### config.mk
export PLATFORM = sky130hd
export DESIGN_NAME = simd_addsub
export DESIGN_NICKNAME = d
export VERILOG_FILES = /design/src/rtl/simd_addsub_pkg.sv /design/src/rtl/simd_lane_ctl.sv /design/src/rtl/simd_seg_adder.sv /design/src/rtl/simd_sat_unit.sv /design/src/rtl/simd_addsub.sv
export SDC_FILE = /design/constraint.sdc
export NUM_CORES = 1
export LEC_CHECK = 0
export BUFFER_PORTS_ARGS = -buffer_cell sky130_fd_sc_hd__buf_2
export CAP_MARGIN = 20
export CORE_ASPECT_RATIO = 0.7
export CORE_UTILIZATION = 40
export DETAILED_ROUTE_END_ITERATION = 10
export PLACE_DENSITY = 0.59
export SETUP_SLACK_MARGIN = 0.02
export SYNTH_ARGS = -nofsm -noshare
export SYNTH_HDL_FRONTEND = slang
export SYNTH_SLANG_ARGS = --single-unit
export TNS_END_PERCENT = 20
### constraint.sdc
create_clock -name clk -period 2.15 [get_ports clk]
set_input_delay 0.3225 -clock clk [delete_from_list [all_inputs] [get_ports clk]]
set_output_delay 0.3225 -clock clk [all_outputs]
set_load 0.1 [all_outputs]
### src/rtl/simd_addsub_pkg.sv
package simd_addsub_pkg;

    typedef enum logic [1:0] {
        LANE_B8  = 2'd0,
        LANE_B16 = 2'd1,
        LANE_B32 = 2'd2,
        LANE_B64 = 2'd3
    } lane_e;

    typedef enum logic [1:0] {
        ARITH_WRAP = 2'd0,
        ARITH_SSAT = 2'd1,
        ARITH_USAT = 2'd2,
        ARITH_RSVD = 2'd3
    } arith_e;

    typedef enum logic {
        OUT_EMPTY = 1'b0,
        OUT_FULL  = 1'b1
    } out_state_e;

endpackage

### src/rtl/simd_lane_ctl.sv
module simd_lane_ctl
    import simd_addsub_pkg::*;
#(
    parameter int NSEG = 16
) (
    input  logic [1:0]      lane_sel,
    input  logic [1:0]      mode_sel,
    output logic [NSEG-1:0] seg_join,
    output logic            sat_en,
    output logic            sat_uns,
    output logic            illegal
);
    lane_e  lane;
    arith_e arith;

    assign lane  = lane_e'(lane_sel);
    assign arith = arith_e'(mode_sel);

    // A segment joins the one below it unless it starts a lane.
    for (genvar g = 0; g < NSEG; g++) begin : g_join
        always_comb begin
            unique case (lane)
                LANE_B8:  seg_join[g] = 1'b0;
                LANE_B16: seg_join[g] = (g % 2) != 0;
                LANE_B32: seg_join[g] = (g % 4) != 0;
                default:  seg_join[g] = (g % 8) != 0;
            endcase
        end
    end

    always_comb begin
        illegal = 1'b0;
        unique case (arith)
            ARITH_WRAP:             illegal = 1'b0;
            ARITH_SSAT, ARITH_USAT: illegal = (lane == LANE_B32) || (lane == LANE_B64);
            default:                illegal = 1'b1;
        endcase
        sat_en  = !illegal && (arith != ARITH_WRAP);
        sat_uns = (arith == ARITH_USAT);
    end

endmodule

### src/rtl/simd_seg_adder.sv
module simd_seg_adder #(
    parameter int DATA_W = 128,
    parameter int SEG_W  = 8,
    localparam int NSEG  = DATA_W / SEG_W
) (
    input  logic [DATA_W-1:0] a,
    input  logic [DATA_W-1:0] b,
    input  logic              lane_cin,
    input  logic [NSEG-1:0]   seg_join,
    output logic [DATA_W-1:0] sum,
    output logic [NSEG-1:0]   seg_cout
);
    for (genvar g = 0; g < NSEG; g++) begin : g_seg
        logic             ci;
        logic             co;
        logic [SEG_W-1:0] s;
        if (g == 0) begin : g_first
            assign ci = lane_cin;
        end else begin : g_rest
            assign ci = seg_join[g] ? g_seg[g-1].co : lane_cin;
        end
        assign {co, s} = {1'b0, a[g*SEG_W +: SEG_W]} + {1'b0, b[g*SEG_W +: SEG_W]}
                         + {{SEG_W{1'b0}}, ci};
        assign sum[g*SEG_W +: SEG_W] = s;
        assign seg_cout[g] = co;
    end

endmodule

### src/rtl/simd_sat_unit.sv
module simd_sat_unit
    import simd_addsub_pkg::*;
#(
    parameter int DATA_W = 128,
    parameter int SEG_W  = 8,
    localparam int NSEG  = DATA_W / SEG_W
) (
    input  logic [DATA_W-1:0] a,
    input  logic [DATA_W-1:0] b_eff,
    input  logic [DATA_W-1:0] sum,
    input  logic [NSEG-1:0]   seg_cout,
    input  logic              is_sub,
    input  logic [1:0]        lane_sel,
    input  logic              sat_en,
    input  logic              sat_uns,
    output logic [DATA_W-1:0] res
);
    logic [DATA_W-1:0] clamp_res [2];

    // Clamped results for one-segment and two-segment lanes.
    for (genvar k = 0; k < 2; k++) begin : g_width
        localparam int LW    = SEG_W << k;
        localparam int NLANE = DATA_W / LW;
        for (genvar j = 0; j < NLANE; j++) begin : g_lane
            localparam int TOP = j * (1 << k) + (1 << k) - 1;
            logic          sa, sb, sr, ovf_s, ovf_u;
            logic [LW-1:0] lane_out;
            assign sa    = a[(j+1)*LW-1];
            assign sb    = b_eff[(j+1)*LW-1];
            assign sr    = sum[(j+1)*LW-1];
            assign ovf_s = (sa == sb) && (sr != sa);
            // Add overflows on carry out; subtract underflows on missing carry.
            assign ovf_u = is_sub ? !seg_cout[TOP] : seg_cout[TOP];
            always_comb begin
                lane_out = sum[j*LW +: LW];
                if (sat_uns) begin
                    if (ovf_u) lane_out = is_sub ? {LW{1'b0}} : {LW{1'b1}};
                end else if (ovf_s) begin
                    lane_out = sa ? {1'b1, {(LW-1){1'b0}}} : {1'b0, {(LW-1){1'b1}}};
                end
            end
            assign clamp_res[k][j*LW +: LW] = lane_out;
        end
    end

    always_comb begin
        res = sum;
        if (sat_en) begin
            unique case (lane_e'(lane_sel))
                LANE_B8:  res = clamp_res[0];
                LANE_B16: res = clamp_res[1];
                default:  res = sum;
            endcase
        end
    end

endmodule

### src/rtl/simd_addsub.sv
module simd_addsub
    import simd_addsub_pkg::*;
#(
    parameter int DATA_W = 128,
    parameter int SEG_W  = 8
) (
    input  logic              clk,
    input  logic              rst_n,
    input  logic              in_valid,
    input  logic [DATA_W-1:0] op_a,
    input  logic [DATA_W-1:0] op_b,
    input  logic              op_sub,
    input  logic [1:0]        lane_sel,
    input  logic [1:0]        mode_sel,
    output logic              result_valid,
    output logic [DATA_W-1:0] result,
    output logic              mode_err
);
    localparam int NSEG = DATA_W / SEG_W;

    logic [NSEG-1:0]   seg_join;
    logic [NSEG-1:0]   seg_cout;
    logic              sat_en, sat_uns, illegal;
    logic [DATA_W-1:0] b_eff, sum, comb_res;
    out_state_e        state_q, state_d;

    assign b_eff = op_sub ? ~op_b : op_b;

    simd_lane_ctl #(.NSEG(NSEG)) ctl_i (
        .lane_sel (lane_sel),
        .mode_sel (mode_sel),
        .seg_join (seg_join),
        .sat_en   (sat_en),
        .sat_uns  (sat_uns),
        .illegal  (illegal)
    );

    simd_seg_adder #(.DATA_W(DATA_W), .SEG_W(SEG_W)) add_i (
        .a        (op_a),
        .b        (b_eff),
        .lane_cin (op_sub),
        .seg_join (seg_join),
        .sum      (sum),
        .seg_cout (seg_cout)
    );

    simd_sat_unit #(.DATA_W(DATA_W), .SEG_W(SEG_W)) sat_i (
        .a        (op_a),
        .b_eff    (b_eff),
        .sum      (sum),
        .seg_cout (seg_cout),
        .is_sub   (op_sub),
        .lane_sel (lane_sel),
        .sat_en   (sat_en),
        .sat_uns  (sat_uns),
        .res      (comb_res)
    );

    // Output state machine: next-state logic.
    always_comb begin
        state_d = state_q;
        unique case (state_q)
            OUT_EMPTY: state_d = in_valid ? OUT_FULL : OUT_EMPTY;
            OUT_FULL:  state_d = in_valid ? OUT_FULL : OUT_EMPTY;
            default:   state_d = OUT_EMPTY;
        endcase
    end

    always_ff @(posedge clk or negedge rst_n) begin
        if (!rst_n) state_q <= OUT_EMPTY;
        else        state_q <= state_d;
    end

    // Output registers.
    always_ff @(posedge clk or negedge rst_n) begin
        if (!rst_n) begin
            result   <= '0;
            mode_err <= 1'b0;
        end else if (in_valid) begin
            result   <= comb_res;
            mode_err <= illegal;
        end
    end

    assign result_valid = (state_q == OUT_FULL);

    assert_valid_follows_R6: assert property (@(posedge clk) disable iff (!rst_n)
        in_valid |=> result_valid);
    assert_valid_quiet_R6: assert property (@(posedge clk) disable iff (!rst_n)
        !in_valid |=> !result_valid);
    assert_hold_R6: assert property (@(posedge clk) disable iff (!rst_n)
        !in_valid |=> ($stable(result) && $stable(mode_err)));
    assert_err_raise_R5: assert property (@(posedge clk) disable iff (!rst_n)
        (in_valid && (mode_sel == 2'd3 || (mode_sel != 2'd0 && lane_sel[1]))) |=> mode_err);
    assert_err_clear_R5: assert property (@(posedge clk) disable iff (!rst_n)
        (in_valid && mode_sel == 2'd0) |=> !mode_err);
    assert_no_cross_R1: assert property (@(posedge clk) disable iff (!rst_n)
        (in_valid && mode_sel == 2'd0 && lane_sel == 2'd0 && !op_sub
         && op_a[15:0] == 16'h00FF && op_b[15:0] == 16'h0001) |=> result[15:0] == 16'h0000);
    assert_ssat_clamp_R3: assert property (@(posedge clk) disable iff (!rst_n)
        (in_valid && mode_sel == 2'd1 && lane_sel == 2'd0 && !op_sub
         && op_a[7:0] == 8'h7F && op_b[7:0] == 8'h7F) |=> result[7:0] == 8'h7F);
    assert_usat_top_R4: assert property (@(posedge clk) disable iff (!rst_n)
        (in_valid && mode_sel == 2'd2 && lane_sel == 2'd0 && !op_sub
         && op_a[7:0] == 8'hFF && op_b[7:0] != 8'h00) |=> result[7:0] == 8'hFF);

endmodule

### Word level (Yosys, flattened, before mapping)

Cells that the tools add are included.
W data, S select, Z words.

| storage, ports and cells | value |
|---|---|
| memories | 0 |
| memory bits (read-only) | 0 |
| register bits after elaboration | 130 |
| bits in latches | 0 |
| input port bits | 264 |
| logic and storage cells | 247 |
| output and inout bits | 130 |
| memory bits (writable) | 0 |

| operators by class | value |
|---|---|
| multiply operators | 0 |
| bitwise operators | 1 |
| add/subtract/negate cells | 32 |
| equality and inequality tests | 37 |
| $lt $le $gt $ge | 0 |
| div/mod/pow operators | 0 |
| reductions and logical operators | 41 |
| multiplexer cells | 133 |
| shifts and indexed selects | 0 |

Operators by type and width:

| cell | count |
|---|---|
| $mux W16 | 33 |
| $mux W8 | 65 |
| $mux W128 | 2 |
| $pmux W128 S2 | 1 |
| $add A8 B8 Y9 | 16 |
| $add A9 B1 Y9 | 16 |
| $not A128 Y128 | 1 |
| $mux W1 | 31 |
| $logic_and A1 B1 Y1 | 17 |
| $logic_not A1 Y1 | 17 |
| $eq A1 B1 Y1 | 16 |
| $ne A1 B1 Y1 | 16 |
| $eq A2 B2 Y1 const B | 3 |
| $eq A2 B1 Y1 const B | 2 |
| $logic_not A2 Y1 | 2 |
| $reduce_or A2 Y1 | 2 |
| $reduce_or A3 Y1 | 1 |
| $pmux W1 S2 | 1 |
| $reduce_bool A2 Y1 | 1 |
| $logic_or A1 B1 Y1 | 1 |

### Depth between registers and ports, before layout

Gate-level depths: netlist of the first run.

| logic depth | value |
|---|---|
| word-level depth | 24 |
| mapped depth | 69 |
| depth with buffers taken out | 61 |

### By module

Synthesis of the first run repeated with hierarchy kept, for this count alone.

| unflattened totals | value |
|---|---|
| cell total of the unflattened synthesis | 1,749 |
| area, all modules | 16,213.0 um^2 |

By module, submodules not included:

| module | times used | seq. area each (um^2) | area an instance (um^2) | cells each |
|---|---|---|---|---|
| simd_addsub | 1 | 3,253.1 | 6,128.4 | 415 |
| simd_sat_unit | 1 | 0.0 | 5,011.1 | 749 |
| simd_seg_adder | 1 | 0.0 | 4,906.0 | 561 |
| simd_lane_ctl | 1 | 0.0 | 167.7 | 24 |

### Least setup slack after synthesis of the first run

Ideal clock, no wire load.

| timing | value |
|---|---|
| kind | input -> register |
| start | in op_sub |
| end | reg result[50] |
| data required time | 2.004 ns |
| stages on the path | 68 |
| data arrival time | 18.156 ns |
| slack | -16.152 ns |
| path buffers | 8 |
| library setup time | 0.146 ns |
| cells stage by stage | buf_6 -> clkbuf_1 -> clkbuf_1 -> clkbuf_1 -> buf_2 -> xor2_1 -> fa_1 -> a21o_1 -> a221oi_1 -> o21bai_1 -> a21oi_2 -> a21oi_1 -> fa_1 -> fa_1 -> a21o_1 -> nand4_1 -> nand3_1 -> a31oi_1 -> [... 32 more ...] -> o21bai_1 -> or4_1 -> o21ai_2 -> o21ai_0 -> fa_1 -> a21o_1 -> a21oi_1 -> o21bai_1 -> a21oi_1 -> o21bai_1 -> a21oi_1 -> fa_1 -> xor2_1 -> nor2_1 -> nor2_1 -> a221oi_1 -> a2111oi_0 -> a311oi_1 |

| between the ends | value |
|---|---|
| longest elaborated chain between the ends | 23 |
| elaborated cells between the ends (all ways) | 44 |
| classes of those cells | add/sub (16); eq/ne (4); mux (20); reduce/logical (4) |

Ends and longest elaborated chain:

| item | RTL line | source |
|---|---|---|
| start, declared | simd_addsub.sv:12 | `input logic op_sub,` |
| $mux W128 | simd_addsub.sv:27 | `assign b_eff = op_sub ? ~op_b : op_b;` |
| $add A8 B8 Y9 | simd_seg_adder.sv:22 | `assign {co, s} = {1'b0, a[g*SEG_W +: SEG_W]} + {1'b0, b[g*SEG_W +: SEG_W]}` |
| $add A9 B1 Y9 | simd_seg_adder.sv:23 | `+ {{SEG_W{1'b0}}, ci};` |
| $mux W1 | simd_seg_adder.sv:20 | `assign ci = seg_join[g] ? g_seg[g-1].co : lane_cin;` |
| $add A9 B1 Y9 | simd_seg_adder.sv:23 |  |
| $mux W1 | simd_seg_adder.sv:20 |  |
| $add A9 B1 Y9 | simd_seg_adder.sv:23 |  |
| $mux W1 | simd_seg_adder.sv:20 |  |
| [... 7 more ...] | n/a |  |
| $mux W1 | simd_seg_adder.sv:20 |  |
| $add A9 B1 Y9 | simd_seg_adder.sv:23 |  |
| $ne A1 B1 Y1 or $logic_not A1 Y1 (tied branches) | simd_sat_unit.sv:31, simd_sat_unit.sv:33 |  |
| $logic_and A1 B1 Y1 or $mux W1 (tied branches) | simd_sat_unit.sv:31, simd_sat_unit.sv:33 |  |
| $mux W16, on equally long branches | simd_sat_unit.sv:38, simd_sat_unit.sv:37 |  |
| $mux W16 | simd_sat_unit.sv:36 | `if (sat_uns) begin` |
| $pmux W128 S2 | simd_sat_unit.sv:49 | `unique case (lane_e'(lane_sel))` |
| $mux W128 * | simd_sat_unit.sv:48 | `if (sat_en) begin` |
| end signal, assigned | simd_addsub.sv:80 | `result <= comb_res;` |
| end, declared | simd_addsub.sv:16 | `output logic [DATA_W-1:0] result,` |

Mark *: on every way between the ends. The rest lies on a longest branch, timed or not.
A chain may end at the register's enable or synchronous reset.

### Worst setup path after layout of the first run

| timing | value |
|---|---|
| start | in op_b[0] |
| end | reg result[50] |

| between the ends | value |
|---|---|
| longest elaborated chain between the ends | 24 |
| elaborated cells between the ends (all ways) | 34 |
| classes of those cells | add/sub (9); eq/ne (2); mux (18); bitwise (1); reduce/logical (4) |

Ends and longest elaborated chain:

| item | RTL line | source |
|---|---|---|
| start, declared | simd_addsub.sv:11 | `input logic [DATA_W-1:0] op_b,` |
| $not A128 Y128 | simd_addsub.sv:27 |  |
| $mux W128 * | simd_addsub.sv:27 |  |
| $add A8 B8 Y9 * | simd_seg_adder.sv:22 |  |
| $add A9 B1 Y9 * | simd_seg_adder.sv:23 |  |
| $mux W1 * | simd_seg_adder.sv:20 |  |
| $add A9 B1 Y9 * | simd_seg_adder.sv:23 |  |
| $mux W1 * | simd_seg_adder.sv:20 |  |
| $add A9 B1 Y9 * | simd_seg_adder.sv:23 |  |
| [... 8 more ...] | n/a |  |
| $mux W1 | simd_seg_adder.sv:20 |  |
| $add A9 B1 Y9 | simd_seg_adder.sv:23 |  |
| $ne A1 B1 Y1 or $logic_not A1 Y1 (tied branches) | simd_sat_unit.sv:31, simd_sat_unit.sv:33 |  |
| $logic_and A1 B1 Y1 or $mux W1 (tied branches) | simd_sat_unit.sv:31, simd_sat_unit.sv:33 |  |
| $mux W16, on equally long branches | simd_sat_unit.sv:38, simd_sat_unit.sv:37 |  |
| $mux W16 | simd_sat_unit.sv:36 |  |
| $pmux W128 S2 | simd_sat_unit.sv:49 |  |
| $mux W128 * | simd_sat_unit.sv:48 |  |

Marks and branches as above.

==> flow_summary.toml, run 1 <==
[worst_setup_path]
worst-path-buf-inv = 2
cp-end-kind = "flip-flop"
cpLargestDelayFamily = "adder cells"
worst_ep_arrival_time_ps = 14140
slowest_stage = "or4_4"
rr_startpoint = "result[68]$_DFFE_PN0P_"
crit_cells = 62
max_stage_delay_ps = 460
r2r_end = "result[68]$_DFFE_PN0P_"
crit_fanout = 3
r2r_setup_slack_ps = 1240
required_ps = 2440
startpoint = "op_b[0]"
path_common_cell = "fa_2"
ff2ff_path_depth = 1
path_class = "primary input to flip-flop"
start_kind = "primary input"
cp-endpoint = "result[50]$_DFFE_PN0P_"

[clock_tree]
clock_latency_ps = 440
cts_max_level = 4
numClockSinks = 130
cts_tree = "done"
clkTransAtPathRegs_ps = 60
cts_buffer_depth = 2
numCtsBuffers = 17
cts_root_buf = "clkbuf_16"

[routing]
wl_per_cell_um = 19.4
firstDrtPassIters = 8
num_vias = 18600
wirelength_um = 65100
drt_iter0_markers = 1173
drc = 0
ant_nets = 0
vias_per_cell = 5.55

[place]
io_buffers = 393
post-place-ws_ps = -12740
placedCellCount = 3270
dp_hpwl_um = 50400
gp_congestion = 0.924

[power]
p_leak_nw = 11.3
p_per_area_nw_per_um2 = 931
vdd_drop_max_v = 0.000990

[floorplan]
coreArea_um2 = 38700
die_area_um2 = 40500
die_width_um = 240
boundaryPins = 394
rows = 60
die_height_um = 169
start_util_pct = 40.9

[sta]
setup_slack_ps = -11700
min_period_ps = 13850
max_freq_ghz = 0.0722
rsz0062_at_grt = "yes"
finalSetupViolCount = 128
slew_viol_final = 0
fin_skew_ps = 0
slew-limit-headroom_pct = 51.3
worst_pin_slew_ps = 730
period_share_pct = 644
finalHoldViolations = 0

[global_route]
antenna_found_initial = 4
grt.overflow.total = 0
grt_start_max_net_pins = 117
grt_pass1_wl_um = 98900
grtUsageTotal_pct = 31.2
grt_pass1_vias = 18000

[logic_synthesis]
yosysTopAreaCell = "dfrtp_1"
yosysSeqAreaShare_pct = 20.5
ys.flop_type = "dfrtp_1"
synth_top_cell_area_share_pct = 20.5
ys_warn_count = 0
synth.distinct_cells = 74
syn-num-nets = 2350
ys_ff_latch = 130
synth_edf_count = 0
avgSynthCellArea_um2 = 8.23
syn_area_um2 = 15900
syn_inst = 1926
synth_async_sr_flop_share_pct = 100
synth_area_leaders = "dfrtp_1, xor2_1, ha_1"

[run_status]
status = "finished with violations"
violations = "negative setup slack"

[job]
maxCapViolations = 0

[worst_hold_path]
min_from = "in_valid"
hold_path_class = "primary input to flip-flop"

[layout]
final_common_cell = "buf_4"
final_cell_mix = "buf_4, buf_2, xor2_1, nor2_1, dfrtp_1"
syn_to_final_growth_pct = 54.5
drive_gt1_share_pct = 43.7
final_cell_count_no_fill = 3353
fin_nets = 3237
layer usage:
| layer | share of wire [%] | vias to the layer above | global-route usage, % |
|---|---|---|---|
| met5 | 0.020 | - | 0 |
| met4 | 2.9 | 2 | 9.72 |
| met3 | 6.0 | 112 | 4.11 |
| met2 | 46 | 693 | 51.1 |
| met1 | 45 | 8935 | 42.6 |
| li1 | - | 8868 | - |
through the flow:
stage / power [mW] / hold WS (ps) / area, um2 / setup TNS, ps / util (%)
6_report: 22.8 / 155 / 24500 / -886030 / 63.2
5_1_grt: 23.9 / 142 / 24500 / -934410 / 63.2
4_1_cts: 22.3 / 130 / 23900 / -885690 / 61.8
3_3_place_gp: 18.5 / 273 / 22700 / -972590 / 58.5
3_5_place_dp: 18.7 / 281 / 22700 / -994990 / 58.5
2_1_floorplan: 13.7 / 26.9 / 16300 / -1036560 / -
cell usage after synthesis (4+ instances only):
library cell / number
a2111oi_0: 8
a211oi_1: 18
a21boi_0: 6
a21boi_1: 4
a21o_1: 42
a21oi_1: 166
a221o_1: 8
a221oi_1: 66
a311oi_1: 25
a31oi_1: 36
and2_1: 6
buf_1: 13
buf_2: 12
clkbuf_1: 86
dfrtp_1: 130
fa_1: 46
ha_1: 114
inv_1: 88
maj3_1: 109
mux2_2: 5
nand2_1: 98
nand2b_1: 18
nand3_1: 28
nand4_1: 7
nor2_1: 168
nor2b_1: 9
nor3_1: 34
o211ai_1: 24
o21a_1: 26
o21ai_0: 109
o21ai_1: 50
o21bai_1: 34
o221a_1: 5
o22ai_1: 35
o2bb2ai_1: 9
or2_1: 4
or3_1: 4
xnor2_1: 60
xor2_1: 164
flip-flops by register name (all words and copies together) (netlist names):
signal and cells:
result 128, mode_err 1, result_valid 1
kinds of logic (layout without fill, tap and decap cells):
family	after synthesis	in the layout	share of synthesized area, %
multiplexers	7	7	0.513
adder cells (fa/ha/maj)	270	270	21.8
buffers and inverters	204	1103	4.97
XOR/XNOR	224	224	12.4
AND/OR/NAND/NOR	387	387	10.7
flip-flops	130	130	20.5
other	0	1	0
AO/OA/AOI/OAI	704	704	29.2
worst min path at each step:
stage               slack, ps                endpoint  cells after the start
floorplan                  30    mode_err$_DFFE_PN0P_                      0
global placement          270  result[77]$_DFFE_PN0P_                      1
detailed placement        280  result[77]$_DFFE_PN0P_                      1
CTS                       130  result[63]$_DFFE_PN0P_                      2
global route              140  result[63]$_DFFE_PN0P_                      2
finish                    160  result[63]$_DFFE_PN0P_                      2
power by group:
group / internal, mW / total, mW / leakage, nW / switching, mW
Combinational: 5.57 / 16.1 / 9.55 / 10.5
Clock: 1.87 / 3.11 / 0.289 / 1.23
Sequential: 3.11 / 3.60 / 1.50 / 0.484
Total: 10.6 / 22.8 / 11.3 / 12.2
cell type report:
cell class / count / area [um2]
sequential: 130 / 3250
multi-input combinational: 1592 / 13000
antenna: 1 / 2.50
inverter: 92 / 345
tap: 527 / 659
timing repair buffer: 980 / 6680
clock inverter: 10 / 134
fill: 3346 / 14200
clock buffer: 21 / 460
what timing repair did:
item	4_1_cts	5_1_grt
buffers inserted	31	24
hold buffers	1	0
endpoints found under the setup margin	128	128
gates resized for setup	107	100
endpoints found under the hold margin	34	0
pin swaps	103	59
Power figures use the tool's default switching activity.
==> run 2, diff against run 1 <==
--- a/config.mk
+++ b/config.mk
@@ -9,7 +9,9 @@
 export CAP_MARGIN = 20
 export CORE_ASPECT_RATIO = 0.7
 export CORE_UTILIZATION = 40
+export CTS_CLUSTER_SIZE = 12
 export DETAILED_ROUTE_END_ITERATION = 10
+export GPL_TIMING_DRIVEN = 0
 export PLACE_DENSITY = 0.59
 export SETUP_SLACK_MARGIN = 0.02
 export SYNTH_ARGS = -nofsm -noshare
==> run 2 against run 1 <==
Effect of this change:
- fmax down 8.9%
- the flow still finishes with violations (negative setup slack)
- non-clock buffer count down 388
- register-to-register slack about the same
- global-route usage up 7.6 points
- cell count down 12%
- critical endpoint is now result[53]$_DFFE_PN0P_
- clock-buffer cell count down 1
- wire length up 24%
==> flow_summary.toml, run 2 (synthesized netlist as in run 1, its figures left out) <==
[run_status]
violations = "negative setup slack"
status = "finished with violations"

[floorplan]
rows = 60
die_width_um = 240
boundaryPins = 394
start_util_pct = 40.9
die_height_um = 169
die_area_um2 = 40500
coreArea_um2 = 38700

[layout]
syn_to_final_growth_pct = 33.1
drive_gt1_share_pct = 30.1
multi_input_area_um2 = 12900
seqCellArea_um2 = 3250
top_register = "result"
largest_register_ffs = 128
fillers = 3679
final_cell_count_no_fill = 2965
final_cell_mix = "buf_2, xor2_1, nor2_1, dfrtp_1, a21oi_1"
utilization_pct = 54.5
diodes = 0
final_common_cell = "buf_2"
final_cell_area_um2 = 21100
fin_nets = 2849

[worst_setup_path]
rr_startpoint = "result[68]$_DFFE_PN0P_"
required_ps = 2480
max_stage_delay_ps = 480
cp-end-kind = "flip-flop"
crit_fanout = 6
path_class = "primary input to flip-flop"
ff2ff_path_depth = 1
worst_ep_arrival_time_ps = 15530
worst-path-buf-inv = 10
r2r_end = "result[68]$_DFFE_PN0P_"
cpLargestDelayFamily = "adder cells"
start_kind = "primary input"
r2r_setup_slack_ps = 1230
path_common_cell = "fa_2"
slowest_stage = "fa_2"

[global_route]
globalRoute.busiestLayer = "met2"
grt.overflow.total = 0
met1_usage_pct = 53.0
grtUsageTotal_pct = 38.8
grt_start_max_net_pins = 70
use_met3_pct = 10.6
grt_pass1_wl_um = 114000
use_met2_pct = 57.4
antenna_found_initial = 1
grt_pass1_vias = 17200

[worst_hold_path]
hold_depth = 1
holdPathEnd = "result_valid$_DFF_PN0_"
hold_path_class = "primary input to flip-flop"
min_from = "in_valid"

[sta]
slew_viol_final = 0
finalHoldViolations = 0
worst_pin_slew_ps = 1290
setup_slack_ps = -13050
slew-limit-headroom_pct = 13.8
tns_ps = -1036860
hold_ws_ps = 108
finalSetupViolCount = 129
period_share_pct = 707
min_period_ps = 15200
max_freq_ghz = 0.0658
rsz0062_at_grt = "yes"
fin_skew_ps = 0

[routing]
wirelength_um = 80800
drc = 0
num_vias = 18500
vias_per_cell = 6.23
ant_nets = 0
drt_iter0_markers = 2059
wl_per_cell_um = 27.3
firstDrtPassIters = 6

[place]
io_buffers = 392
gp_congestion = 0.993
placedCellCount = 2846
post-place-ws_ps = -16900
dp_hpwl_um = 58900
place_area_um2 = 19000

[clock_tree]
numClockSinks = 130
cts_tree = "done"
clkTransAtPathRegs_ps = 70
clock_latency_ps = 450
cts_max_level = 4
numCtsBuffers = 17
cts_root_buf = "clkbuf_16"
cts_buffer_depth = 2

[power]
p_leak_nw = 9.09
p_per_area_nw_per_um2 = 1000
fin_total_pwr_mw = 21.2
vdd_drop_max_v = 0.000735

[job]
maxCapViolations = 0
-- run 2: cell types whose count changed in the layout (fill, tap and decap cells not counted), sizes merged --
cell / change
inv: +1
buf: -473
diode: -1
clkinvlp: +3
clkbuf: +84
bufinv: -2
-- run 2: worst max path at each step --
| stage | start | end | slack [ps] | cells after the start |
|---|---|---|---|---|
| 2_1_floorplan | op_sub | result[50]$_DFFE_PN0P_ | -13150 | 68 |
| 3_3_place_gp | op_sub | result[127]$_DFFE_PN0P_ | -16750 | 64 |
| 3_5_place_dp | op_sub | result[127]$_DFFE_PN0P_ | -16900 | 64 |
| 4_1_cts | op_sub | result[50]$_DFFE_PN0P_ | -13040 | 68 |
| 5_1_grt | op_sub | result[50]$_DFFE_PN0P_ | -13460 | 69 |
| 6_report | op_sub | result[53]$_DFFE_PN0P_ | -13050 | 70 |
-- run 2: area by class of cell --
| cell class | count | share of cell area [%] |
|---|---|---|
| buffer | 112 | 3.47 |
| timing repair buffer | 480 | 12.8 |
| clock inverter | 12 | 0.516 |
| tap | 527 | 3.12 |
| inverter | 92 | 1.64 |
| clock buffer | 20 | 2.16 |
| sequential | 130 | 15.4 |
| multi-input combinational | 1592 | 60.9 |
-- run 2: where the power goes --
part / leakage (nW) / switching [mW] / internal [mW]
registers: 1.50 / 0.440 / 3.11
logic: 7.32 / 10.6 / 4.00
clock network: 0.264 / 1.37 / 1.65
-- run 2: timing repair --
| item | in CTS | in global routing |
|---|---|---|
| endpoints found under the setup margin | 128 | 129 |
| hold buffers | 1 | 0 |
| resized for setup | 131 | 58 |
| pin swaps | 95 | 77 |
| endpoints found under the hold margin | 61 | 0 |
| buffers inserted | 61 | 22 |
| gates cloned | 1 | 0 |
-- run 2: routing by layer --
layer	routed length, um	up-vias
met1	33800	8980
li1	-	8087
met4	3540	2
met3	9310	218
met5	16	-
met2	34100	1180
==> run 3, diff against run 2 <==
--- a/config.mk
+++ b/config.mk
@@ -8,6 +8,7 @@
 export BUFFER_PORTS_ARGS = -buffer_cell sky130_fd_sc_hd__buf_2
 export CAP_MARGIN = 20
 export CORE_ASPECT_RATIO = 0.7
+export CORE_MARGIN = 2
 export CORE_UTILIZATION = 40
 export CTS_CLUSTER_SIZE = 12
 export DETAILED_ROUTE_END_ITERATION = 10
==> run 3 against run 2 <==
Effect of this change:
- the run still ends with negative setup slack left
- core utilization grew 1.8 points
- wire length grew 2.2%
- critical path depth shrank 1
- flip-flop and latch count is the same
- clock-buffer cell count is the same
- via count grew 1.9%
- cell count grew 1.9%
- worst hold slack lost 37 ps
- sequential power is essentially flat
- worst setup slack lost 240 ps
- die area grew 2.0%
- non-clock buffer count grew 55
==> flow_summary.toml, run 3 (synthesized netlist as in run 1, its figures left out) <==
[run_status]
status = "finished with violations"
violations = "negative setup slack"

[layout]
final_cell_mix = "buf_2, xor2_1, nor2_1, dfrtp_1, a21oi_1"
final_common_cell = "buf_2"
largest_register_ffs = 128
final_cell_count_no_fill = 3022
drive_gt1_share_pct = 32.3
final_cell_area_um2 = 21800
seqCellArea_um2 = 3250
fin_nets = 2904
multi_input_area_um2 = 13000
fillers = 3684
syn_to_final_growth_pct = 37.5
top_register = "result"

[routing]
ant_nets = 0
num_vias = 18800
wl_per_cell_um = 27.3
firstDrtPassIters = 6
wirelength_um = 82500
drt_iter0_markers = 2262
vias_per_cell = 6.23
drc = 0

[place]
gp_congestion = 0.979
placedCellCount = 2847
io_buffers = 392
dp_hpwl_um = 60000
place_area_um2 = 19000

[power]
p_per_area_nw_per_um2 = 1010
vdd_drop_max_v = 0.000560
p_leak_nw = 9.46

[clock_tree]
cts_tree = "done"
clkTransAtPathRegs_ps = 70
clock_latency_ps = 460
cts_buffer_depth = 2
cts_max_level = 4
numClockSinks = 130
numCtsBuffers = 17
cts_root_buf = "clkbuf_16"

[global_route]
use_met2_pct = 57.8
grt_pass1_vias = 18000
grt_start_max_net_pins = 69
antenna_found_initial = 3
grt.overflow.total = 0
use_met3_pct = 9.98
grtUsageTotal_pct = 38.6
grt_pass1_wl_um = 118000
met1_usage_pct = 52.3
globalRoute.busiestLayer = "met2"

[sta]
setup_slack_ps = -13290
finalSetupViolCount = 129
slew_viol_final = 0
fin_skew_ps = 0
max_freq_ghz = 0.0648
period_share_pct = 718
min_period_ps = 15440
slew-limit-headroom_pct = 15.6
worst_pin_slew_ps = 1270
finalHoldViolations = 0
rsz0062_at_grt = "yes"

[worst_setup_path]
max_stage_delay_ps = 540
crit_fanout = 5
startpoint = "op_sub"
worst_ep_arrival_time_ps = 15770
r2r_setup_slack_ps = 1150
r2r_end = "result[68]$_DFFE_PN0P_"
cp-endpoint = "result[53]$_DFFE_PN0P_"
slowest_stage = "or4_4"
cp-end-kind = "flip-flop"
ff2ff_path_depth = 1
required_ps = 2480
rr_startpoint = "result[68]$_DFFE_PN0P_"
path_class = "primary input to flip-flop"
start_kind = "primary input"
path_common_cell = "fa_2"

[floorplan]
boundaryPins = 394
start_util_pct = 40.9
die_area_um2 = 41300
die_width_um = 242
die_height_um = 171
rows = 60
coreArea_um2 = 38700

[worst_hold_path]
hold_path_class = "primary input to flip-flop"

[job]
maxCapViolations = 0
run 3: cell types whose count changed in the layout (fill, tap and decap cells not counted), moves of 3 or more:
cell       delta
o21ai_1       +3
nand2_4       +3
a21oi_1       -5
clkbuf_8      -3
nand2_1       -3
o21ai_2       -5
a221oi_2      -3
o21ai_4       +4
buf_6        +26
a21oi_2       +3
bufinv_16     +4
buf_4        +34
run 3: report_power, final:
group / internal [mW] / switching [mW]
Clock: 2.12 / 1.34
Combinational: 4.30 / 10.8
Sequential: 3.11 / 0.459
run 3: critical path, delay by kind of cell:
kind | cells | cell delay [ps]
buf+inv | 9 | 1310
compound gates | 35 | 6010
xor+xnor | 2 | 340
simple gates | 8 | 1460
fa+ha+maj | 15 | 6280
run 3: how the worst min path moves through the flow:
| stage | startpoint | endpoint | slack [ps] | depth (start not counted) |
|---|---|---|---|---|
| after global placement | result[106]$_DFFE_PN0P_ | result[106]$_DFFE_PN0P_ | 480 | 2 |
| after floorplan | rst_n | mode_err$_DFFE_PN0P_ | 30 | 0 |
| final | in_valid | result_valid$_DFF_PN0_ | 70 | 1 |
| after CTS | in_valid | result_valid$_DFF_PN0_ | 60 | 1 |
| after global routing | in_valid | result_valid$_DFF_PN0_ | 70 | 1 |
| after detailed placement | rst_n | result[74]$_DFFE_PN0P_ | 380 | 1 |
run 3: stage by stage:
step | power (mW) | setup TNS, ps | hold WS, ps | utilization [%] | setup WS [ps]
floorplan | 13.7 | -1036560 | 26.9 | - | -13150
global placement | 16.9 | -1545470 | 476 | 48.9 | -17090
detailed placement | 17.0 | -1369590 | 382 | 49.0 | -17140
CTS | 21.5 | -1033000 | 63.8 | 55.2 | -13140
global route | 22.9 | -1057560 | 66.4 | 56.3 | -13670
finish | 22.1 | -1018960 | 70.8 | 56.3 | -13290
run 3: per-layer routing:
metal | wire length (um) | up-vias
li1 | - | 8190
met1 | 35000 | 9159
met2 | 34300 | 1202
met3 | 9220 | 266
met4 | 4020 | 2
met5 | 12 | -
run 3: what timing repair did:
item                       in CTS  in global routing
hold endpoints to repair       62                  0
hold buffers                    1                  0
setup endpoints to repair     128                129
gates resized for setup       177                 68
gates cloned                    0                  0
buffers inserted              117                 32
pin swaps                     108                 90
run 3: final cells by class:
| cell class | count | area share [%] |
|---|---|---|
| antenna | 2 | 0.0229 |
| buffer | 111 | 3.29 |
| tap | 527 | 3.02 |
| sequential | 130 | 14.9 |
| clock inverter | 12 | 0.935 |
| clock buffer | 20 | 2.09 |
| timing repair buffer | 536 | 14.6 |
| inverter | 92 | 1.58 |
| multi-input combinational | 1592 | 59.5 |
